`config.mk`:
```
export PLATFORM = sky130hd
export DESIGN_NAME = uart_irq_ident
export DESIGN_NICKNAME = d
export VERILOG_FILES = /design/src/rtl/uart_irq_pkg.sv /design/src/rtl/uart_ier_reg.sv /design/src/rtl/uart_thre_latch.sv /design/src/rtl/uart_irq_prio.sv /design/src/rtl/uart_irq_ident.sv
export SDC_FILE = /design/constraint.sdc
export NUM_CORES = 1
export LEC_CHECK = 0
export BUFFER_PORTS_ARGS = -buffer_cell sky130_fd_sc_hd__buf_2
export CORE_MARGIN = 4
export CORE_UTILIZATION = 30
export DETAILED_ROUTE_END_ITERATION = 10
export PLACE_DENSITY = 0.6
export SLEW_MARGIN = 20
export SYNTH_ARGS = -nofsm -noshare
export SYNTH_HDL_FRONTEND = slang
export SYNTH_HIERARCHICAL = 1
export SYNTH_SLANG_ARGS = --single-unit
```
`constraint.sdc`:
```
create_clock -name clk -period 2.5 [get_ports clk]
set_input_delay 0.625 -clock clk [delete_from_list [all_inputs] [get_ports clk]]
set_output_delay 0.625 -clock clk [all_outputs]
set_load 0.02 [all_outputs]
```
`src/rtl/uart_irq_pkg.sv`:
```
package uart_irq_pkg;
  localparam int unsigned DATA_W = 8;
  localparam int unsigned ADDR_W = 3;
  localparam int unsigned IER_W  = 4;

  localparam logic [ADDR_W-1:0] A_DATA  = 3'd0;
  localparam logic [ADDR_W-1:0] A_IER   = 3'd1;
  localparam logic [ADDR_W-1:0] A_IIR   = 3'd2;
  localparam logic [ADDR_W-1:0] A_LSTAT = 3'd5;
  localparam logic [ADDR_W-1:0] A_MSTAT = 3'd6;

  localparam int unsigned EN_RX    = 0;
  localparam int unsigned EN_THRE  = 1;
  localparam int unsigned EN_LINE  = 2;
  localparam int unsigned EN_MODEM = 3;

  typedef enum logic [2:0] {
    SRC_MODEM = 3'b000,
    SRC_THRE  = 3'b001,
    SRC_RX    = 3'b010,
    SRC_LINE  = 3'b011,
    SRC_TMO   = 3'b110
  } src_code_t;
endpackage

```
`src/rtl/uart_ier_reg.sv`:
```
module uart_ier_reg #(
  parameter int unsigned IER_W = 4
) (
  input  logic             clk,
  input  logic             rst_n,
  input  logic             wr_en,
  input  logic [IER_W-1:0] wdata,
  output logic [IER_W-1:0] ier_o
);
  logic [IER_W-1:0] ier_q, ier_d;

  always_comb begin
    ier_d = ier_q;
    if (wr_en) ier_d = wdata;
  end

  always_ff @(posedge clk or negedge rst_n) begin
    if (!rst_n) ier_q <= '0;
    else        ier_q <= ier_d;
  end

  assign ier_o = ier_q;

  p_ier_load_r2: assert property (@(posedge clk) disable iff (!rst_n)
    wr_en |=> (ier_q == $past(wdata)));
endmodule

```
`src/rtl/uart_thre_latch.sv`:
```
module uart_thre_latch (
  input  logic clk,
  input  logic rst_n,
  input  logic empty_i,
  input  logic ier_wr_i,
  input  logic ier_bit_i,
  input  logic thr_wr_i,
  input  logic iir_rd_thre_i,
  output logic pend_o
);
  logic pend_q, pend_d;
  logic prev_q;
  logic rise;

  assign rise = empty_i & ~prev_q;

  always_comb begin
    pend_d = pend_q;
    if (ier_wr_i)                      pend_d = ier_bit_i & empty_i;
    else if (thr_wr_i | iir_rd_thre_i) pend_d = 1'b0;
    else if (rise)                     pend_d = 1'b1;
  end

  always_ff @(posedge clk or negedge rst_n) begin
    if (!rst_n) begin
      pend_q <= 1'b0;
      prev_q <= 1'b1;
    end else begin
      pend_q <= pend_d;
      prev_q <= empty_i;
    end
  end

  assign pend_o = pend_q;

  p_thre_rise_r7: assert property (@(posedge clk) disable iff (!rst_n)
    ($rose(empty_i) && !ier_wr_i && !thr_wr_i && !iir_rd_thre_i) |=> pend_q);
  p_thre_iir_clr_r8: assert property (@(posedge clk) disable iff (!rst_n)
    (iir_rd_thre_i && !ier_wr_i) |=> !pend_q);
  p_thre_wr_clr_r9: assert property (@(posedge clk) disable iff (!rst_n)
    (thr_wr_i && !ier_wr_i) |=> !pend_q);
endmodule

```
`src/rtl/uart_irq_prio.sv`:
```
module uart_irq_prio
  import uart_irq_pkg::*;
#(
  parameter int unsigned IER_W  = 4,
  parameter int unsigned DATA_W = 8
) (
  input  logic [IER_W-1:0]  ier_i,
  input  logic              line_err_i,
  input  logic              rx_avail_i,
  input  logic              char_tmo_i,
  input  logic              thre_pend_i,
  input  logic              modem_chg_i,
  input  logic              fifo_en_i,
  output logic [DATA_W-1:0] iir_o,
  output logic              thre_shown_o,
  output logic              irq_o
);
  localparam int unsigned HI_W = DATA_W - 4;

  src_code_t  code;
  logic       none;
  logic [HI_W-1:0] hi_bits;

  always_comb begin
    code         = SRC_MODEM;
    none         = 1'b0;
    thre_shown_o = 1'b0;
    if (ier_i[EN_LINE] && line_err_i) begin
      code = SRC_LINE;
    end else if (ier_i[EN_RX] && (rx_avail_i || char_tmo_i)) begin
      code = (char_tmo_i && fifo_en_i) ? SRC_TMO : SRC_RX;
    end else if (ier_i[EN_THRE] && thre_pend_i) begin
      code         = SRC_THRE;
      thre_shown_o = 1'b1;
    end else if (ier_i[EN_MODEM] && modem_chg_i) begin
      code = SRC_MODEM;
    end else begin
      none = 1'b1;
    end
  end

  generate
    for (genvar g = 0; g < HI_W; g++) begin : g_hi
      if (g >= HI_W - 2) begin : g_fifo
        assign hi_bits[g] = fifo_en_i;
      end else begin : g_zero
        assign hi_bits[g] = 1'b0;
      end
    end
  endgenerate

  assign iir_o = {hi_bits, (none ? 3'b000 : code), none};
  assign irq_o = ~none;
endmodule

```
`src/rtl/uart_irq_ident.sv`:
```
module uart_irq_ident
  import uart_irq_pkg::*;
#(
  parameter int unsigned DW = uart_irq_pkg::DATA_W,
  parameter int unsigned AW = uart_irq_pkg::ADDR_W
) (
  input  logic          clk,
  input  logic          rst_n,
  input  logic [AW-1:0] reg_addr,
  input  logic          reg_rd,
  input  logic          reg_wr,
  input  logic [DW-1:0] reg_wdata,
  output logic [DW-1:0] reg_rdata,
  input  logic          st_line_err,
  input  logic          st_rx_avail,
  input  logic          st_char_tmo,
  input  logic          st_thr_empty,
  input  logic          st_modem_chg,
  input  logic          fifo_en,
  output logic          clr_rx,
  output logic          clr_line,
  output logic          clr_modem,
  output logic          irq
);
  localparam int unsigned EW = uart_irq_pkg::IER_W;

  logic          sel_data, sel_ier, sel_iir, sel_lstat, sel_mstat;
  logic          ier_wr, thr_wr, iir_rd;
  logic [EW-1:0] ier;
  logic          thre_pend, thre_shown;
  logic [DW-1:0] iir;

  assign sel_data  = (reg_addr == AW'(A_DATA));
  assign sel_ier   = (reg_addr == AW'(A_IER));
  assign sel_iir   = (reg_addr == AW'(A_IIR));
  assign sel_lstat = (reg_addr == AW'(A_LSTAT));
  assign sel_mstat = (reg_addr == AW'(A_MSTAT));

  assign ier_wr = reg_wr & sel_ier;
  assign thr_wr = reg_wr & sel_data;
  assign iir_rd = reg_rd & sel_iir;

  uart_ier_reg #(.IER_W(EW)) u_ier (
    .clk   (clk),
    .rst_n (rst_n),
    .wr_en (ier_wr),
    .wdata (reg_wdata[EW-1:0]),
    .ier_o (ier)
  );

  uart_thre_latch u_thre (
    .clk           (clk),
    .rst_n         (rst_n),
    .empty_i       (st_thr_empty),
    .ier_wr_i      (ier_wr),
    .ier_bit_i     (reg_wdata[EN_THRE]),
    .thr_wr_i      (thr_wr),
    .iir_rd_thre_i (iir_rd & thre_shown),
    .pend_o        (thre_pend)
  );

  uart_irq_prio #(.IER_W(EW), .DATA_W(DW)) u_prio (
    .ier_i        (ier),
    .line_err_i   (st_line_err),
    .rx_avail_i   (st_rx_avail),
    .char_tmo_i   (st_char_tmo),
    .thre_pend_i  (thre_pend),
    .modem_chg_i  (st_modem_chg),
    .fifo_en_i    (fifo_en),
    .iir_o        (iir),
    .thre_shown_o (thre_shown),
    .irq_o        (irq)
  );

  always_comb begin
    reg_rdata = '0;
    if (sel_ier)      reg_rdata = DW'(ier);
    else if (sel_iir) reg_rdata = iir;
  end

  assign clr_rx    = reg_rd & sel_data;
  assign clr_line  = reg_rd & sel_lstat;
  assign clr_modem = reg_rd & sel_mstat;

  p_line_top_r3: assert property (@(posedge clk) disable iff (!rst_n)
    (ier[EN_LINE] && st_line_err) |-> (iir[3:1] == 3'b011));
  p_idle_low_r4: assert property (@(posedge clk) disable iff (!rst_n)
    !((ier[EN_LINE] && st_line_err) || (ier[EN_RX] && (st_rx_avail || st_char_tmo)) ||
      (ier[EN_THRE] && thre_pend) || (ier[EN_MODEM] && st_modem_chg)) |-> (!irq && iir[0]));
  p_fifo_bits_r5: assert property (@(posedge clk) disable iff (!rst_n)
    fifo_en |-> (iir[7:6] == 2'b11));
  p_no_tmo_bit_r6: assert property (@(posedge clk) disable iff (!rst_n)
    !fifo_en |-> (!iir[3] && iir[7:6] == 2'b00));
  p_strobes_r10: assert property (@(posedge clk) disable iff (!rst_n)
    $onehot0({clr_rx, clr_line, clr_modem}));
  p_iir_wr_r11: assert property (@(posedge clk) disable iff (!rst_n)
    (reg_wr && sel_iir) |=> $stable(ier));
endmodule

```
==> reports/qor.csv, run 1 <==
stage;metric;value;unit
synthesis;synth_cell_type_count;24;
setup_path;worst-setup-path-type;input port to primary output;
clocking;cts_tree;yes;
floorplan;coreArea;0.00175;mm²
setup_path;r2r-start;u_ier/ier_o[0];
sta;max_freq;468;MHz
grt;grt_pass1_vias;463;
setup_path;cpMaxStageDelayCell;o21a_1;
clocking;cts_setup_buffers;0;
layout;diodes;0;
sta;tns;0;ns
setup_path;crit_path_start;st_char_tmo;
synthesis;synth_seq_cells;6;
setup_path;cp-start-kind;input port;
power;ir_worst_vdd;0.223;mV
synthesis;syn_area;556;µm²
sta;finalSetupViolations;0;
routing;firstDrtPassIters;3;
routing;routedWlPerCell;12.1;µm
layout;multiInputGateArea;337;µm²
clocking;cts.sinks;6;
layout;nets;103;
placement;globalplace.congestion;0.713;
sta;period_minus_slack;2.14;ns
layout;n_fill_cell;193;
grt;grt_pass1_wl;1.97;mm
sta;slew_violations;0;
clocking;htree_levels;1;
layout;layout-drive-gt1-share;0.506;
grt;grt_start_max_net_pins;19;
setup_path;crit_arrival;1.51;ns
power;leakagePower;0.333;nW
floorplan;row_count;15;
setup_path;required;1.88;ns
setup_path;cp_cell_sequence;buf_2, o21a_1, o21ai_1, nand3b_1, a21oi_1, buf_2;
clocking;clk_pin_slew;0.05;ns
routing;via_count;509;
sta;fin_crit_sh;0.855;
clocking;hold_buffers;0;
clocking;cts_buffers;3;
sta;hold_viol;0;
synthesis;synth_top_area_frac;0.225;
routing;remaining_drc_errors;0;
power;power_density;512;mW/mm²
floorplan;initial_core_util;0.318;
clocking;cts.repair.resized;0;
floorplan;ioPinCount;33;
sta;fin_worst_skew;0.00525;ns
grt;grt_use_total;0.0979;
layout;syn_to_final_growth;23.0;%
sta;fin_ws;0.362;ns
setup_path;crit_top_cell;buf_2;
grt;antenna_found_initial;0;
layout;ff_latch_area;151;µm²
setup_path;cp_slowest_stage_delay;0.21;ns
synthesis;syn_area_per_cell;9.75;µm²
synthesis;yosysWarnings;6;
routing;drt_iter0_markers;2;
placement;port-buffer-count;26;
clocking;insertion_delay;0.25;ns
clocking;clock_path_buffers;2;
synthesis;synth.largest_area_cell;dfrtp_1;
synthesis;ys_seq_area_frac;0.273;
synthesis;synth.area.top_cells;dfrtp_1 (23%), nand3b_1 (11%), mux2_2 (8.1%), buf_4 (6.8%), buf_6 (6.1%);
setup_path;critPathTopFamily;compound AO/OA/AOI/OAI gates;
floorplan;die_h;51.0;µm
routing;wirelength;1.28;mm
routing;vias_per_cell;4.80;
sta;rsz0062_at_grt;false;
setup_path;cp_max_fo;3;
setup_path;cp-end-kind;primary output;
setup_path;crit_buf_inv;2;
worst_hold_path;hold_path.class;input port to async pin;
run_status;status;finished clean;
run;cap_violations;0;
placement;dp_slack;0.367;ns
routing;ant_nets;0;
clocking;ctsRootBufferMaster;clkbuf_4;
synthesis;syn-instance-count;57;
placement;place_hpwl;968;µm
grt;grt_overflow;0;
floorplan;die_area;0.00260;mm²
floorplan;die_x;51.0;µm
==> power by group <==
| part | total, mW | switching, mW | internal (mW) |
|---|---|---|---|
| clock network | 0.0982 | 0.0375 | 0.0606 |
| logic | 0.120 | 0.0641 | 0.0562 |
| registers | 0.131 | 0.0156 | 0.116 |
==> layout by cell type, fill, tap and decap left out, drive strengths merged <==
| master | count |
|---|---|
| dfrtp | 5 |
| buf | 27 |
| nand2 | 4 |
| and4b | 2 |
| a211o | 1 |
| nor3b | 1 |
| nor4b | 3 |
| mux2 | 4 |
| nand3b | 8 |
| nor2 | 1 |
| nor4 | 1 |
| and3 | 5 |
| nor4bb | 1 |
| o21a | 1 |
| conb | 2 |
| nand4 | 1 |
| and4 | 3 |
| dfstp | 1 |
| clkbuf | 4 |
| a21oi | 4 |
| o21ai | 2 |
==> kinds of logic (layout without fill, tap and decap cells) <==
group	Yosys count	count (layout)	synth area share
flip-flops	6	6	0.273
buffers and inverters	8	31	0.128
AND/OR/NAND/NOR	30	30	0.421
AO/OA/AOI/OAI	8	8	0.0901
other	1	2	0.00675
multiplexers	4	4	0.0811
==> registers in the layout, indices dropped and copies added, names as in the netlist <==
register	cells
u_thre/prev_q	1
u_thre/pend_o	1
u_ier/ier_o	4
==> synth_stat cells, drive strengths merged <==
library cell,count
a21oi,4
and4b,2
dfrtp,5
nand4,1
nor3b,1
nor4bb,1
o21a,1
and4,3
a211o,1
o21ai,2
nor4,1
nand3b,8
dfstp,1
nor4b,3
conb,1
nand2,4
buf,8
nor2,1
mux2,4
and3,5
==> metal layers <==
metal  wire length (µm)  GRT usage
met5                  0          0
met4                  0     0.0538
met3                 96     0.0204
met2                557      0.157
met1                630      0.121
==> through the flow <==
stage / std cells / hold slack (ns) / total power, mW / utilization / cell area, µm²
2_1_floorplan: 58 / 0.329 / 0.226 / - / 559
3_3_place_gp: 102 / 0.453 / 0.251 / 0.376 / 657
3_5_place_dp: 102 / 0.457 / 0.253 / 0.376 / 657
4_1_cts: 106 / 0.188 / 0.356 / 0.391 / 683
5_1_grt: 106 / 0.184 / 0.379 / 0.391 / 683
6_report: 106 / 0.193 / 0.350 / 0.391 / 683
==> layout make-up <==
| cell class | instances | share of cell area |
|---|---|---|
| sequential | 6 | 0.222 |
| clock buffer | 4 | 0.0385 |
| multi-input combinational | 44 | 0.493 |
| timing repair buffer | 27 | 0.201 |
| tap | 25 | 0.0458 |
==> worst paths after layout <==
kind / to / slack [ns] / cells past startpoint
min in group clk: u_thre/prev_q / 0.50 / 1
max in group asynchronous: u_thre/prev_q / 2.08 / 1
setup / recovery: reg_rdata[1] / 0.36 / 6
setup reg to reg: u_thre/pend_o / 1.08 / 5
hold / removal: u_ier/ier_o[0] / 0.19 / 1
hold reg to reg: u_ier/ier_o[2] / 0.54 / 1
No activity file was read; power rests on OpenSTA's default activity.
==> inputs of run 2 (changes only) <==
--- a/config.mk
+++ b/config.mk
@@ -5,11 +5,12 @@
 export SDC_FILE = /design/constraint.sdc
 export NUM_CORES = 1
 export LEC_CHECK = 0
-export BUFFER_PORTS_ARGS = -buffer_cell sky130_fd_sc_hd__buf_2
 export CORE_MARGIN = 4
 export CORE_UTILIZATION = 30
 export DETAILED_ROUTE_END_ITERATION = 10
-export PLACE_DENSITY = 0.6
+export DONT_BUFFER_PORTS = 1
+export MAX_ROUTING_LAYER = met4
+export PLACE_DENSITY = 0.45
 export SLEW_MARGIN = 20
 export SYNTH_ARGS = -nofsm -noshare
 export SYNTH_HDL_FRONTEND = slang
==> run 2 against run 1 <==
Against the previous run: power decreased by 11%; final cell count decreased by 25%; worst hold slack got worse by 0.12 ns; sequential cell count unchanged; sequential share of layout area increased by 5.2 points; clock skew decreased by 0.0021 ns; global-route usage increased by 0.31 points; critical path depth decreased by 2; count of clock-buffer cells in the layout unchanged; sequential power about the same; combinational power decreased by 28%; register-to-register slack about the same.
==> reports/qor.csv, run 2 (synthesized netlist as in run 1, its figures left out) <==
stage;metric;value;unit
run_status;status;finished clean;
floorplan;die_x;51.0;µm
placement;dp_slack;0.428;ns
setup_path;worst-setup-path-type;flip-flop to primary output;
grt;antenna_found_initial;0;
layout;nets;77;
power;p_sw_frac;0.305;
routing;ant_nets;0;
clocking;hold_buffers;0;
setup_path;required;1.88;ns
floorplan;initial_core_util;0.318;
run;cap_violations;0;
routing;drt_iter0_markers;3;
power;power_density;564;mW/mm²
routing;remaining_drc_errors;0;
sta;fin_crit_sh;0.840;
power;clkPwrFrac;0.302;
setup_path;cp_cell_sequence;nand2_1, and4_2, nand3b_1, a21oi_1;
layout;mostFrequentLayoutCell;nand3b_1;
grt;grt_pass1_wl;1.86;mm
power;combPwrFrac;0.279;
sta;fin_worst_skew;0.00310;ns
floorplan;coreArea;0.00175;mm²
sta;slew_violations;0;
power;leakagePower;0.218;nW
clocking;cts.sinks;6;
sta;period_minus_slack;2.10;ns
layout;diodes;0;
power;ir_worst_vdd;0.273;mV
layout;syn_to_final_growth;-0.451;%
placement;port-buffer-count;0;
setup_path;cp_slowest_stage_delay;0.39;ns
power;seqPwrFrac;0.420;
clocking;cts_tree;yes;
grt;grt_pass1_vias;400;
floorplan;die_h;51.0;µm
sta;finalSetupViolations;0;
clocking;clk_pin_slew;0.05;ns
setup_path;cp_max_fo;6;
clocking;ctsRootBufferMaster;clkbuf_4;
setup_path;cpMaxStageDelayCell;dfrtp_1;
clocking;cts.repair.resized;0;
sta;fin_ws;0.400;ns
routing;wirelength;1.21;mm
layout;finalNonFillerCells;80;
clocking;cts_setup_buffers;0;
layout;final_util;0.317;
routing;vias_per_cell;5.35;
clocking;htree_levels;1;
sta;tns;0;ns
layout;largest_reg_flops;4;
grt;grt_overflow;0;
setup_path;crit_arrival;1.48;ns
floorplan;die_area;0.00260;mm²
grt;grt_start_max_net_pins;19;
power;power.internal;0.217;mW
floorplan;row_count;15;
routing;routedWlPerCell;15.1;µm
placement;dp_cells;76;
layout;n_fill_cell;203;
placement;globalplace.congestion;0.701;
worst_hold_path;hold_path.class;input port to async pin;
clocking;clock_path_buffers;2;
placement;place_area;527;µm²
grt;grt_use_total;0.101;
layout;layout-drive-gt1-share;0.273;
sta;max_freq;476;MHz
sta;tightestPinTransition;0.575;ns
routing;firstDrtPassIters;2;
clocking;cts_buffers;3;
sta;fin_hold_ws;0.0764;ns
sta;hold_viol;0;
sta;rsz0062_at_grt;false;
power;p_sw;0.0950;mW
layout;most-common-layout-cells;nand3b_1 (8), and3_1 (5), dfrtp_1 (5);
setup_path;cp-end-kind;primary output;
clocking;insertion_delay;0.24;ns
floorplan;ioPinCount;33;
routing;via_count;428;
placement;place_hpwl;962;µm
sta;maxSlewHeadroom;0.616;
power;total_power;0.312;mW
layout;fin_area;553;µm²
setup_path;cp-start-kind;flip-flop;
==> run 2: routing by layer <==
| metal | global-route usage | up-vias | part of all wire |
|---|---|---|---|
| met3 | 0.0350 | 2 | 0.095 |
| met2 | 0.146 | 15 | 0.48 |
| met5 | - | - | 0 |
| li1 | - | 207 | - |
| met1 | 0.117 | 204 | 0.42 |
| met4 | 0.0673 | 0 | 0.0099 |
==> run 2: critical path, delay by kind of cell, from the launching register on <==
kind             cells  cell delay [ns]
AO/OA/AOI/OAI        1             0.38
flip-flops           1             0.39
AND/OR/NAND/NOR      3             0.46
==> run 2: worst paths after layout <==
path                                 from              to  slack, ns  cells past startpoint
max in group asynchronous           rst_n   u_thre/prev_q       2.25                      0
setup / recovery           u_ier/ier_o[2]    reg_rdata[3]       0.40                      4
min in group clk             st_thr_empty   u_thre/prev_q       0.38                      0
setup reg to reg           u_ier/ier_o[2]   u_thre/pend_o       1.08                      5
hold reg to reg            u_ier/ier_o[2]  u_ier/ier_o[2]       0.54                      1
hold / removal                      rst_n  u_ier/ier_o[2]       0.08                      0
==> run 2: area by class of cell <==
type,instances,area [µm²],share of cell area
clock buffer,4,26.3,0.0475
multi-input combinational,44,337,0.609
sequential,6,151,0.274
tap,25,31.3,0.0566
timing repair buffer,1,7.51,0.0136
==> run 2: power groups by stage <==
| stage | logic, mW | registers, mW | clock network [mW] |
|---|---|---|---|
| final | 0.0869 | 0.131 | 0.0941 |
| after global routing | 0.0958 | 0.135 | 0.106 |
| after CTS | 0.0879 | 0.132 | 0.101 |
| after detailed placement | 0.0877 | 0.133 | 0 |
| after global placement | 0.0858 | 0.133 | 0 |
| after floorplan | 0.0979 | 0.128 | 0 |
